## config.mk

```make
export PLATFORM = sky130hd
export DESIGN_NAME = bus_brk_cmp
export DESIGN_NICKNAME = d
export VERILOG_FILES = /design/src/rtl/bbc_pkg.sv /design/src/rtl/bbc_regs.sv /design/src/rtl/bbc_match.sv /design/src/rtl/bbc_flag.sv /design/src/rtl/bus_brk_cmp.sv
export SDC_FILE = /design/constraint.sdc
export NUM_CORES = 1
export LEC_CHECK = 0
export BUFFER_PORTS_ARGS = -buffer_cell sky130_fd_sc_hd__buf_2
export CAP_MARGIN = 15
export CORE_UTILIZATION = 41
export CTS_CLUSTER_DIAMETER = 120
export DETAILED_ROUTE_END_ITERATION = 7
export PLACE_DENSITY = 0.75
export SYNTH_ARGS = -nofsm -noshare
export SYNTH_HDL_FRONTEND = slang
export SYNTH_SLANG_ARGS = --single-unit
```

## constraint.sdc

```tcl
create_clock -name clk -period 1.4 [get_ports clk]
set_input_delay 0.28 -clock clk [delete_from_list [all_inputs] [get_ports clk]]
set_output_delay 0.28 -clock clk [all_outputs]
set_load 0.03 [all_outputs]
```

## src/rtl/bbc_pkg.sv

```systemverilog
package bbc_pkg;
   typedef enum logic [1:0] {
      RGN_ROM  = 2'd0,
      RGN_RAM  = 2'd1,
      RGN_IO8  = 2'd2,
      RGN_IO16 = 2'd3
   } region_e;

   typedef enum logic [1:0] {
      BRK_FETCH = 2'd0,
      BRK_READ  = 2'd1,
      BRK_WRITE = 2'd2,
      BRK_ANY   = 2'd3
   } brk_mode_e;

   typedef struct packed {
      logic      full_addr;
      logic      data_en;
      brk_mode_e mode;
   } ctrl_t;

   localparam int CTRL_W     = 4;
   localparam int SEL_CTRL   = 0;
   localparam int SEL_STATUS = 1;
   localparam int SEL_BAR_HI = 2;
   localparam int SEL_BAR_LO = 3;
   localparam int SEL_BDR_HI = 4;
   localparam int SEL_BDR_LO = 5;
endpackage

```

## src/rtl/bbc_regs.sv

```systemverilog
module bbc_regs
   import bbc_pkg::*;
#(
   parameter int DATA_W = 16,
   parameter int SEL_W  = 3
) (
   input  logic                clk,
   input  logic                rst_n,
   input  logic [SEL_W-1:0]    reg_sel,
   input  logic                reg_wr,
   input  logic [DATA_W/2-1:0] reg_wdata,
   output ctrl_t               ctrl,
   output logic [DATA_W-1:0]   bar,
   output logic [DATA_W-1:0]   bdr
);
   localparam int LANE_W = DATA_W / 2;

   always_ff @(posedge clk or negedge rst_n) begin
      if (!rst_n) begin
         ctrl <= '0;
         bar  <= '1;
         bdr  <= '0;
      end else if (reg_wr) begin
         if (reg_sel == SEL_W'(SEL_CTRL))   ctrl <= ctrl_t'(reg_wdata[CTRL_W-1:0]);
         if (reg_sel == SEL_W'(SEL_BAR_HI)) bar[DATA_W-1:LANE_W] <= reg_wdata;
         if (reg_sel == SEL_W'(SEL_BAR_LO)) bar[LANE_W-1:0]      <= reg_wdata;
         if (reg_sel == SEL_W'(SEL_BDR_HI)) bdr[DATA_W-1:LANE_W] <= reg_wdata;
         if (reg_sel == SEL_W'(SEL_BDR_LO)) bdr[LANE_W-1:0]      <= reg_wdata;
      end
   end
endmodule

```

## src/rtl/bbc_match.sv

```systemverilog
module bbc_match
   import bbc_pkg::*;
#(
   parameter int DATA_W = 16
) (
   input  ctrl_t             ctrl,
   input  logic [DATA_W-1:0] bar,
   input  logic [DATA_W-1:0] bdr,
   input  logic              bus_valid,
   input  logic [DATA_W-1:0] bus_addr,
   input  logic              bus_rnw,
   input  logic              bus_word,
   input  logic              bus_fetch,
   input  logic [1:0]        bus_region,
   input  logic [DATA_W-1:0] bus_data,
   output logic              hit
);
   localparam int LANE_W = DATA_W / 2;

   logic kind_ok, addr_ok, data_ok, use_hi;

   always_comb begin
      unique case (ctrl.mode)
         BRK_FETCH: kind_ok = bus_fetch;
         BRK_READ:  kind_ok = bus_rnw && !bus_fetch;
         BRK_WRITE: kind_ok = !bus_rnw && !bus_fetch;
         default:   kind_ok = !bus_fetch;
      endcase
   end

   assign addr_ok = ctrl.full_addr ? (bus_addr == bar)
                                   : (bus_addr[DATA_W-1:1] == bar[DATA_W-1:1]);

   // Upper lane unless a word access lands on an odd address of a 16-bit region
   assign use_hi = !bus_word || (region_e'(bus_region) == RGN_IO8) || !bus_addr[0];

   assign data_ok = !ctrl.data_en ||
                    (use_hi ? (bus_data[DATA_W-1:LANE_W] == bdr[DATA_W-1:LANE_W])
                            : (bus_data[LANE_W-1:0] == bdr[LANE_W-1:0]));

   assign hit = bus_valid && kind_ok && addr_ok && data_ok;
endmodule

```

## src/rtl/bbc_flag.sv

```systemverilog
module bbc_flag #(
   parameter bit IRQ_REGISTERED = 1'b1
) (
   input  logic clk,
   input  logic rst_n,
   input  logic hit,
   input  logic st_wr,
   input  logic st_rd,
   input  logic wr_flag,
   input  logic wr_ie,
   output logic flag_q,
   output logic ie_q,
   output logic armed_q,
   output logic irq_o
);
   always_ff @(posedge clk or negedge rst_n) begin
      if (!rst_n) begin
         flag_q  <= 1'b0;
         ie_q    <= 1'b0;
         armed_q <= 1'b0;
      end else begin
         if (hit)                              flag_q <= 1'b1;
         else if (st_wr && !wr_flag && armed_q) flag_q <= 1'b0;
         if (st_wr)                            ie_q   <= wr_ie;
         if (st_wr)                            armed_q <= 1'b0;
         else if (st_rd && flag_q)             armed_q <= 1'b1;
      end
   end

   generate
      if (IRQ_REGISTERED) begin : g_irq_reg
         logic irq_q;
         always_ff @(posedge clk or negedge rst_n) begin
            if (!rst_n) irq_q <= 1'b0;
            else        irq_q <= flag_q && ie_q;
         end
         assign irq_o = irq_q;
      end else begin : g_irq_comb
         assign irq_o = flag_q && ie_q;
      end
   endgenerate
endmodule

```

## src/rtl/bus_brk_cmp.sv

```systemverilog
module bus_brk_cmp
   import bbc_pkg::*;
#(
   parameter int DATA_W         = 16,
   parameter int SEL_W          = 3,
   parameter bit IRQ_REGISTERED = 1'b1,
   localparam int LANE_W        = DATA_W / 2
) (
   input  logic              clk,
   input  logic              rst_n,
   input  logic [SEL_W-1:0]  reg_sel,
   input  logic              reg_wr,
   input  logic              reg_rd,
   input  logic [LANE_W-1:0] reg_wdata,
   output logic [LANE_W-1:0] reg_rdata,
   input  logic              bus_valid,
   input  logic [DATA_W-1:0] bus_addr,
   input  logic              bus_rnw,
   input  logic              bus_word,
   input  logic              bus_fetch,
   input  logic [1:0]        bus_region,
   input  logic [DATA_W-1:0] bus_data,
   output logic              irq_o
);
   generate
      if (DATA_W % 2 != 0 || LANE_W < 8) begin : g_bad_width
         $error("bus_brk_cmp: DATA_W must be even and at least 16");
      end
      if (SEL_W < 3) begin : g_bad_sel
         $error("bus_brk_cmp: SEL_W must be at least 3");
      end
   endgenerate

   ctrl_t             ctrl;
   logic [DATA_W-1:0] bar, bdr;
   logic              hit, flag_q, ie_q, armed_q, st_wr, st_rd;

   assign st_wr = reg_wr && (reg_sel == SEL_W'(SEL_STATUS));
   assign st_rd = reg_rd && (reg_sel == SEL_W'(SEL_STATUS));

   bbc_regs #(.DATA_W(DATA_W), .SEL_W(SEL_W)) u_regs (
      .clk(clk), .rst_n(rst_n), .reg_sel(reg_sel), .reg_wr(reg_wr),
      .reg_wdata(reg_wdata), .ctrl(ctrl), .bar(bar), .bdr(bdr)
   );

   bbc_match #(.DATA_W(DATA_W)) u_match (
      .ctrl(ctrl), .bar(bar), .bdr(bdr), .bus_valid(bus_valid),
      .bus_addr(bus_addr), .bus_rnw(bus_rnw), .bus_word(bus_word),
      .bus_fetch(bus_fetch), .bus_region(bus_region), .bus_data(bus_data),
      .hit(hit)
   );

   bbc_flag #(.IRQ_REGISTERED(IRQ_REGISTERED)) u_flag (
      .clk(clk), .rst_n(rst_n), .hit(hit), .st_wr(st_wr), .st_rd(st_rd),
      .wr_flag(reg_wdata[LANE_W-1]), .wr_ie(reg_wdata[LANE_W-2]),
      .flag_q(flag_q), .ie_q(ie_q), .armed_q(armed_q), .irq_o(irq_o)
   );

   always_comb begin
      reg_rdata = '0;
      case (reg_sel)
         SEL_W'(SEL_CTRL):   reg_rdata = LANE_W'(ctrl);
         SEL_W'(SEL_STATUS): reg_rdata = {flag_q, ie_q, {(LANE_W-2){1'b1}}};
         SEL_W'(SEL_BAR_HI): reg_rdata = bar[DATA_W-1:LANE_W];
         SEL_W'(SEL_BAR_LO): reg_rdata = bar[LANE_W-1:0];
         SEL_W'(SEL_BDR_HI): reg_rdata = bdr[DATA_W-1:LANE_W];
         SEL_W'(SEL_BDR_LO): reg_rdata = bdr[LANE_W-1:0];
         default:            reg_rdata = '0;
      endcase
   end
endmodule

```

**Word level (Yosys, flattened, before mapping)**

Index checks and enable logic that the tools add are counted.

- Muxes and demuxes: 8
- Equal/unequal tests: 12
- Reductions and logical operators: 29

Operator list:

| cell | count |
|---|---|
| $pmux 8 s6 | 1 |
| $eq 16x16->1 | 1 |
| $eq 8x8->1 | 2 |
| $eq 15x15->1 | 1 |
| $logic_and 1x1->1 | 11 |
| $reduce_and 2->1 | 5 |
| $eq 3x2->1 const B | 2 |
| $eq 3x3->1 const B | 2 |
| $logic_not 1->1 | 6 |
| $mux 1 | 6 |
| $eq 2x2->1 const B | 2 |
| $reduce_bool 2->1 | 2 |
| $eq 3x1->1 const B | 1 |
| $logic_not 3->1 | 1 |
| $logic_or 1x1->1 | 3 |
| $pmux 1 s3 | 1 |
| $eq 2x1->1 const B | 1 |
| $logic_not 2->1 | 1 |

- Bits in registers: 40
- Input bits: 53
- Output and inout bits: 9
- Logic and storage cells: 60

**Depth between registers and ports, before layout**

Gate-level depths: netlist of run 1.

- Depth in word-level cells: 7
- Depth in mapped cells: 7
- Mapped depth without buffers: 7

**Modules after synthesis**

A second synthesis of run 1 with hierarchy kept.

- Cell total of the unflattened synthesis: 199
- Area, all modules: 2,489.9 sq um

Modules (own cells, without submodules):

| module | cells each | area an instance (sq um) | instances | sequential area each (sq um) |
|---|---|---|---|---|
| bbc_regs | 79 | 1,487.7 | 1 | 920.9 |
| bbc_match | 57 | 465.4 | 1 | 0.0 |
| bus_brk_cmp | 53 | 391.6 | 1 | 0.0 |
| bbc_flag | 10 | 145.1 | 1 | 100.1 |

**Least setup slack after synthesis of run 1**

Ideal clock, no wire load.

- Path type: input-to-output
- Start: in reg_sel[2]
- End: out reg_rdata[1]
- Path buffers: 2
- Data arrival time: 1.648 ns
- Path slack: -0.528 ns
- Cell stages on the path: 4
- Required time: 1.120 ns
- Cell sequence: buf_2 > buf_1 > a21oi_1 > o32ai_1

- Longest elaborated chain between the ends: 2
- Elaborated cells between the ends (all ways): 7
- Those cells by class: 5 x eq/ne; 1 x mux; 1 x reduce/logical

RTL lines:

| element | RTL line | source |
|---|---|---|
| start: declaration | bus_brk_cmp.sv:11 | `input logic [SEL_W-1:0] reg_sel,` |
| $eq 3x3->1, or another cell as far along | bus_brk_cmp.sv:61 | `case (reg_sel)` |
| $pmux 8 s6 (*) | bus_brk_cmp.sv:61 |  |
| end: declaration | bus_brk_cmp.sv:15 | `output logic [LANE_W-1:0] reg_rdata,` |

Every way passes the cells marked *; elsewhere a longest branch is shown, timed or not.

**Worst setup path after layout of run 1**

- Start: reg, netlist name u_regs.ctrl[0]
- End: out reg_rdata[0]

- Longest elaborated chain between the ends: 1

RTL lines:

| element | RTL line |
|---|---|
| $pmux 8 s6 | bus_brk_cmp.sv:61 |

No other way between the ends.

==> results.md, run 1 <==
* Status: finished with violations
* Failing checks: negative setup slack
* Crit path kind: flop to output port
* Dominant cell type by area after synthesis: dfrtp_1
* Total CTS buffers at 5
* Vias in the first global route at between 2k and 2.5k
* Wirelength per Cell at approximately 17 um
* Vias/cell at approximately 5.2
* R2R cell count at 5
* Crit path largest cell delay at 0.40 ns
* Clock power frac at a little under a fifth
* Fmax at 0.542 GHz
* Seq cells post-synth at 40
* Maximum fanout along the worst path at 2
* Number of cells after detailed placement at ~380
* Iteration-0 DRC Markers at 83
* Instance count on the critical path at 6
* Worst-Margin Slew at ~0.42 ns
* Clock Latency Late Sink at 0.30 ns
* Crit path capture type: output port
* Layout Nets at 376
* Post-place setup slack at -0.247 ns
* Die height at roughly 77 um
* Largest net degree at the start of global routing at 41
* Yosys cell types at 39
* Register-to-register setup slack at -0.26 ns
* VDD IR max at about 0.0005 V
* Period utilization at 132%
* Initial core utilization at 42.3%
* Fin Clk Skew at approximately 0.0080 ns
* Inserted Diodes at 0
* Final WS setup at -0.446 ns
* Post-synthesis cell count at about 210
* H-tree depth at 2
* GP Congestion at 0.838
* Worst-path cell chain: buf_6 > mux2i_1 > nor2_1 > a311oi_1 > a21oi_2 > buf_6
* Seq pwr share at between 40% and 50%
* Post-Route WL at 6.76 mm
* Switching Share at around 32%
* Mapped Area at around 0.0023 mm2
* Pwr dens at approximately 1100 mW/mm2
* Final Non-Filler Cells at 393
* Root Buffer: clkbuf_8
* Syn_nets at ~260
* Area Overhead vs Synth at 49.0%
* Initial antenna violation count at 0
* Switching power at approximately 1.3 mW
* Detailed placer's ending HPWL at ~5 mm
* RSZ-0062 raised after global routing: yes
* Hold Vio Cnt, Final at 0
* CTS tree: built
* Final Setup Violations at 9
* Max Root-Sink Buffers at 2
* Util after Layout at between 60% and 70%
* Critical path startpoint: u_regs.ctrl[0]$_DFFE_PN0P_
* First-pass GRT wire length at roughly 11 mm
* Synth warn at 0
* Finished Cell Area at roughly 0.0035 mm2
* Syn avg cell area at about 11 um2
* Minimum clock period at 1.85 ns
* Max-slew headroom at a little under three quarters
* Capturing point of the worst reg2reg path: u_flag.flag_q$_DFFE_PN0P_
* I/O pins at slightly above 60
* Share of cells above drive strength 1 at 63.2%
* P_leak at between 1.5 and 2 nW
* Vias at slightly above 2k
* Worst Hold Class: primary input to flop
* FP Rows at 27
* Detailed-router iteration count before antenna repair at 4
* CP startpoint kind: flop
* Global route overflow at 0
* Worst r2r src: u_regs.bdr[3]$_DFFE_PN0P_
* Overall Global Routing Usage at between 20% and 30%
* Antenna viol nets, final at 0
* PortBufs at 61
* Die Area at approximately 0.0060 mm2
* Area after DPL at roughly 0.0031 mm2
* Residual DRC count at 0
* Data arrival, critical path at about 1.6 ns
* Crit path capture: reg_rdata[0]
* Max-cap violations at 0
* Sequential-to-total area share from yosys stat at ~44%
* Reg clk slew, reported paths at about 0.070 ns
* Combinational cell fraction of total power at slightly below 40%
* Die W at ~77 um
* Clock Sink Count at 40
* Placeable Area at between 0.005 and 0.006 mm2
* Worst EP required at around 1.1 ns
* Internal Power at between 2 and 3 mW
* Crit path buf inv count at 2
* Critical Path Most Common Cell: buf_6
* Yosys top cell area share at about a quarter
* Synth top area cells: dfrtp_1 26%, dfstp_2 18%, mux2_2 18%
* Final Max Slew Viols at 0
* Top delay family on crit path: flip-flops
* Critical-path cell with the highest stage delay: dfrtp_1
## flip-flops by register name, indices dropped and copies added, names as in the netlist
register	count
u_regs.bar	16
u_regs.bdr	16
u_regs.ctrl	4
u_flag.armed_q	1
u_flag.flag_q	1
u_flag.ie_q	1
u_flag.irq_o	1
## power groups by stage
stage	sequential [mW]	clock, mW	combinational [mW]
5_1_grt	1.72	0.804	1.67
6_report	1.68	0.741	1.55
3_5_place_dp	1.70	0	1.29
3_3_place_gp	1.68	0	1.25
2_1_floorplan	1.65	0	0.767
4_1_cts	1.68	0.758	1.50
## synthesized netlist by cell type, drive strengths merged
master  number
nand4        3
a31oi        1
nand2b       2
o21ai        8
a22oi        4
and2b        1
and3         3
o41ai        1
a211o        1
o32ai        3
o211ai       1
xor2        25
a41oi        1
dfstp       16
mux2i        6
and2         1
nor2         8
nor4         6
nand2       10
clkbuf       1
nor3         1
a211oi       1
nand3        5
mux2        37
dfrtp       24
inv          6
a311oi       1
or3          1
ha           3
buf          7
a21oi        8
xnor2        8
nand3b       1
a22o         1
## cell type report
class | count | area, um2
fillers | 440 | 2030
flip-flops and latches | 40 | 1020
well taps | 72 | 90.1
inverters | 6 | 22.5
repair buffers | 115 | 825
clock buffers | 7 | 76.3
clock inverters | 1 | 5.00
multi-input cells | 152 | 1430
## what timing repair did
action | in CTS | in global routing
endpoints found under the hold margin | 24 | 0
buffers inserted | 6 | 2
hold buffers | 1 | 0
gates resized for setup | 39 | 9
cloned | 0 | 0
setup endpoints to repair | 9 | 9
pin swaps | 21 | 3
## worst min-delay path by stage
stage	from	endpoint	slack, ns	depth (start not counted)
2_1_floorplan	rst_n	u_flag.armed_q$_DFFE_PN0P_	-0.02	0
3_3_place_gp	rst_n	u_regs.bdr[6]$_DFFE_PN0P_	0.26	2
3_5_place_dp	rst_n	u_regs.bdr[14]$_DFFE_PN0P_	0.27	2
4_1_cts	reg_wdata[4]	u_regs.bdr[4]$_DFFE_PN0P_	0.26	2
5_1_grt	reg_wdata[4]	u_regs.bdr[4]$_DFFE_PN0P_	0.27	2
6_report	reg_wdata[4]	u_regs.bar[4]$_DFFE_PN1P_	0.27	2
## per-stage QoR
| stage | power (mW) | setup TNS (ns) | hold slack (ns) |
|---|---|---|---|
| after floorplan | 2.41 | -0.259 | -0.0156 |
| after CTS | 3.94 | -2.27 | 0.264 |
| final | 3.98 | -2.26 | 0.269 |
| after global routing | 4.19 | -2.72 | 0.272 |
| after global placement | 2.94 | -3.86 | 0.265 |
| after detailed placement | 2.99 | -4.66 | 0.270 |
## logic make-up after synthesis
family	share of synthesized area [%]
multiplexers	20.5
AND/OR/NAND/NOR	10.2
flip-flops	43.8
XOR/XNOR	12.4
AO/OA/AOI/OAI	8.97
buffers and inverters	2.58
adder cells (fa/ha/maj)	1.61
## metal layers
| layer | up-vias | wire length (um) | GRT usage (%) |
|---|---|---|---|
| met1 | 997 | 2930 | 30.7 |
| met2 | 61 | 3370 | 41.5 |
| met4 | 0 | 159 | 7.36 |
| li1 | 967 | - | - |
| met5 | - | 0 | 0 |
| met3 | 16 | 290 | 4.47 |
## cells in the final DEF, fill, tap and decap left out, types with 2 or more instances in the layout
master / synthesis / routed
inv_1: 6 / 3
nand3_1: 4 / 2
buf_6: 0 / 17
dfstp_2: 16 / 16
buf_12: 0 / 2
a22oi_2: 0 / 4
mux2i_4: 0 / 2
clkbuf_1: 1 / 2
mux2i_1: 6 / 4
xnor2_1: 8 / 8
nand4_1: 2 / 2
mux2_4: 0 / 3
buf_4: 0 / 43
ha_1: 3 / 3
inv_2: 0 / 3
mux2_2: 37 / 34
and3_1: 3 / 3
o21ai_1: 0 / 3
buf_2: 6 / 52
a21oi_1: 8 / 5
clkbuf_8: 0 / 5
dfrtp_1: 24 / 24
nor2_2: 1 / 2
nor4_1: 5 / 4
nand2_1: 10 / 9
a21oi_2: 0 / 3
xor2_1: 25 / 24
nand3_2: 1 / 3
nor2_1: 7 / 6
o32ai_4: 0 / 3
o21ai_0: 8 / 3
Note: power is estimated with default switching activity, not from simulation.
==> inputs of run 2 (changes only) <==
Settings changed: REMOVE_ABC_BUFFERS set to 1.
==> results.md, run 2 (synthesized netlist as in run 1, its figures left out) <==
* Status: finished with violations (unchanged)
* Failing checks: negative setup slack (unchanged)
* Inserted Diodes at 0 (unchanged)
* RSZ-0062 raised after global routing: yes (unchanged)
* Vias at 2154 (was 2041)
* First-pass GRT wire length at 11.7 mm (was 10.9 mm)
* Area Overhead vs Synth at 44.3% (was 49.0%)
* Vias in the first global route at 2349 (was 2182)
* Detailed-router iteration count before antenna repair at 4 (unchanged)
* Total CTS buffers at 5 (unchanged)
* CTS tree: built (unchanged)
* Root Buffer: clkbuf_8 (unchanged)
* Detailed placer's ending HPWL at 5.14 mm (was 5.09 mm)
* Wirelength per Cell at 18.8 um (was 17.2 um)
* Area of the multi-input gates at 0.00136 mm2 (was 0.00143 mm2)
* Worst Hold Class: primary input to flop (unchanged)
* FP Rows at 27 (unchanged)
* Layout Nets at 373 (was 376)
* Worst r2r src: u_regs.bar[4]$_DFFE_PN1P_ (was u_regs.bdr[3]$_DFFE_PN0P_)
* Most frequent cells in the layout: 51 x buf_2, 49 x buf_4, 35 x mux2_2 (was 52 x buf_2, 43 x buf_4, 34 x mux2_2)
* Die W at 77.4 um (unchanged)
* Pwr dens at 1200 mW/mm2 (was 1140 mW/mm2)
* VDD IR max at 0.000478 V (was 0.000501 V)
* Data arrival, critical path at 1.47 ns (was 1.57 ns)
* Crit path kind: flop to output port (unchanged)
* Global route overflow at 0 (unchanged)
* Crit path capture type: output port (unchanged)
* Period utilization at 125% (was 132%)
* Die height at 77.4 um (unchanged)
* Hold Path Depth at 2 (unchanged)
* P_leak at 1.57 nW (was 1.60 nW)
* Overall Global Routing Usage at 25.9% (was 24.2%)
* Die Area at 0.00599 mm2 (unchanged)
* Register-to-register setup slack at -0.28 ns (was -0.26 ns)
* Placeable Area at 0.00551 mm2 (unchanged)
* Share of cells above drive strength 1 at 61.3% (was 63.2%)
* Reg area at 0.00102 mm2 (unchanged)
* Post-Route WL at 7.34 mm (was 6.76 mm)
* FILL cells at 438 (was 440)
* PortBufs at 61 (unchanged)
* Max-slew headroom at 73.7% (was 71.6%)
* R2R cell count at 6 (was 5)
* Finished Cell Area at 0.00336 mm2 (was 0.00347 mm2)
* GP Congestion at 0.859 (was 0.838)
* Initial core utilization at 42.3% (unchanged)
* Clock Sink Count at 40 (unchanged)
* Final WS setup at -0.355 ns (was -0.446 ns)
* Max-cap violations at 0 (unchanged)
* Antenna viol nets, final at 0 (unchanged)
* Hold Vio Cnt, Final at 0 (unchanged)
* Iteration-0 DRC Markers at 278 (was 83)
* Fmax at 0.570 GHz (was 0.542 GHz)
* Number of cells after detailed placement at 373 (was 376)
* Minimum clock period at 1.75 ns (was 1.85 ns)
* Hold_ws at 0.252 ns (was 0.269 ns)
* Max Root-Sink Buffers at 2 (unchanged)
* Worst-Margin Slew at 0.394 ns (was 0.421 ns)
* Final Setup Violations at 9 (unchanged)
* Hold endpoint: u_regs.bdr[5]$_DFFE_PN0P_ (was u_regs.bar[4]$_DFFE_PN1P_)
* Clock Latency Late Sink at 0.30 ns (about the same)
* Residual DRC count at 0 (unchanged)
* H-tree depth at 2 (unchanged)
* I/O pins at 62 (unchanged)
* Maximum fanout along the worst path at 3 (was 2)
* Capturing point of the worst reg2reg path: u_flag.flag_q$_DFFE_PN0P_ (unchanged)
* Reg clk slew, reported paths at 0.08 ns (was 0.07 ns)
* Worst EP required at 1.12 ns (about the same)
* Area after DPL at 0.00303 mm2 (was 0.00314 mm2)
* CP startpoint kind: flop (unchanged)
* Initial antenna violation count at 0 (unchanged)
* Hold path startpoint: reg_wdata[5] (was reg_wdata[4])
* Fin Clk Skew at 0.00806 ns (was 0.00804 ns)
* Top Registers: u_regs.bar: 16 flops, u_regs.bdr: 16 flops, u_regs.ctrl: 4 flops (unchanged)
* Final Max Slew Viols at 0 (unchanged)
* Largest net degree at the start of global routing at 27 (was 41)
* Util after Layout at 61.1% (was 63.1%)
* Final Non-Filler Cells at 390 (was 393)
* Commonest non-fill, non-tap cell in the layout: buf_2 (unchanged)
* Vias/cell at 5.52 (was 5.19)
run 2: cell type report:
type                            instances  area share (%)
Tap cell                               72            2.68
Sequential cell                        40            30.4
Inverter                                6           0.670
Timing Repair Buffer                  112            23.0
Clock buffer                            8            2.98
Multi-Input combinational cell        152            40.3
run 2: how the worst max path moves through the flow:
stage                                from                         to  cells after the start
2_1_floorplan  u_regs.bar[14]$_DFFE_PN1P_               reg_rdata[6]                      3
6_report       u_regs.ctrl[0]$_DFFE_PN0P_               reg_rdata[0]                      6
5_1_grt        u_regs.ctrl[0]$_DFFE_PN0P_               reg_rdata[0]                      6
4_1_cts        u_regs.ctrl[0]$_DFFE_PN0P_               reg_rdata[0]                      6
3_3_place_gp   u_regs.ctrl[0]$_DFFE_PN0P_  u_flag.flag_q$_DFFE_PN0P_                      7
3_5_place_dp   u_regs.ctrl[0]$_DFFE_PN0P_  u_flag.flag_q$_DFFE_PN0P_                      7
run 2: repair_timing:
action / CTS / global route
hold endpoints to repair: 6 / 0
pin swaps: 12 / 5
buffers inserted: 8 / 0
resized for setup: 31 / 14
hold buffers: 1 / 0
setup endpoints to repair: 9 / 15
run 2: power by group:
group | internal (mW) | switching [mW]
registers | 1.47 | 0.209
logic | 0.816 | 0.683
clock network | 0.450 | 0.410
total | 2.73 | 1.30
run 2: metal layers:
| layer | vias to the layer above | share of wire (%) | GRT usage (%) | wire [um] |
|---|---|---|---|---|
| li1 | 959 | - | - | - |
| met1 | 1054 | 39 | 31.9 | 2880 |
| met2 | 112 | 49 | 44.0 | 3580 |
| met3 | 29 | 8.4 | 6.24 | 614 |
| met4 | 0 | 3.6 | 9.62 | 267 |
| met5 | - | 0 | 0 | 0 |
run 2: metrics by stage:
stage | power (mW) | TNS (ns) | setup slack (ns)
after floorplan | 2.31 | -0.831 | -0.299
after global placement | 2.85 | -6.53 | -0.235
after detailed placement | 2.90 | -7.08 | -0.292
after CTS | 3.94 | -2.24 | -0.352
after global routing | 4.20 | -3.02 | -0.441
final | 4.04 | -2.42 | -0.355
run 2: critical path, cell delays in order, from the launching register on:
cell and delay (ns):
dfrtp_1 0.42, buf_4 0.14, mux2i_1 0.12, nor2_1 0.05
a311oi_1 0.20, a21oi_1 0.08, buf_4 0.17
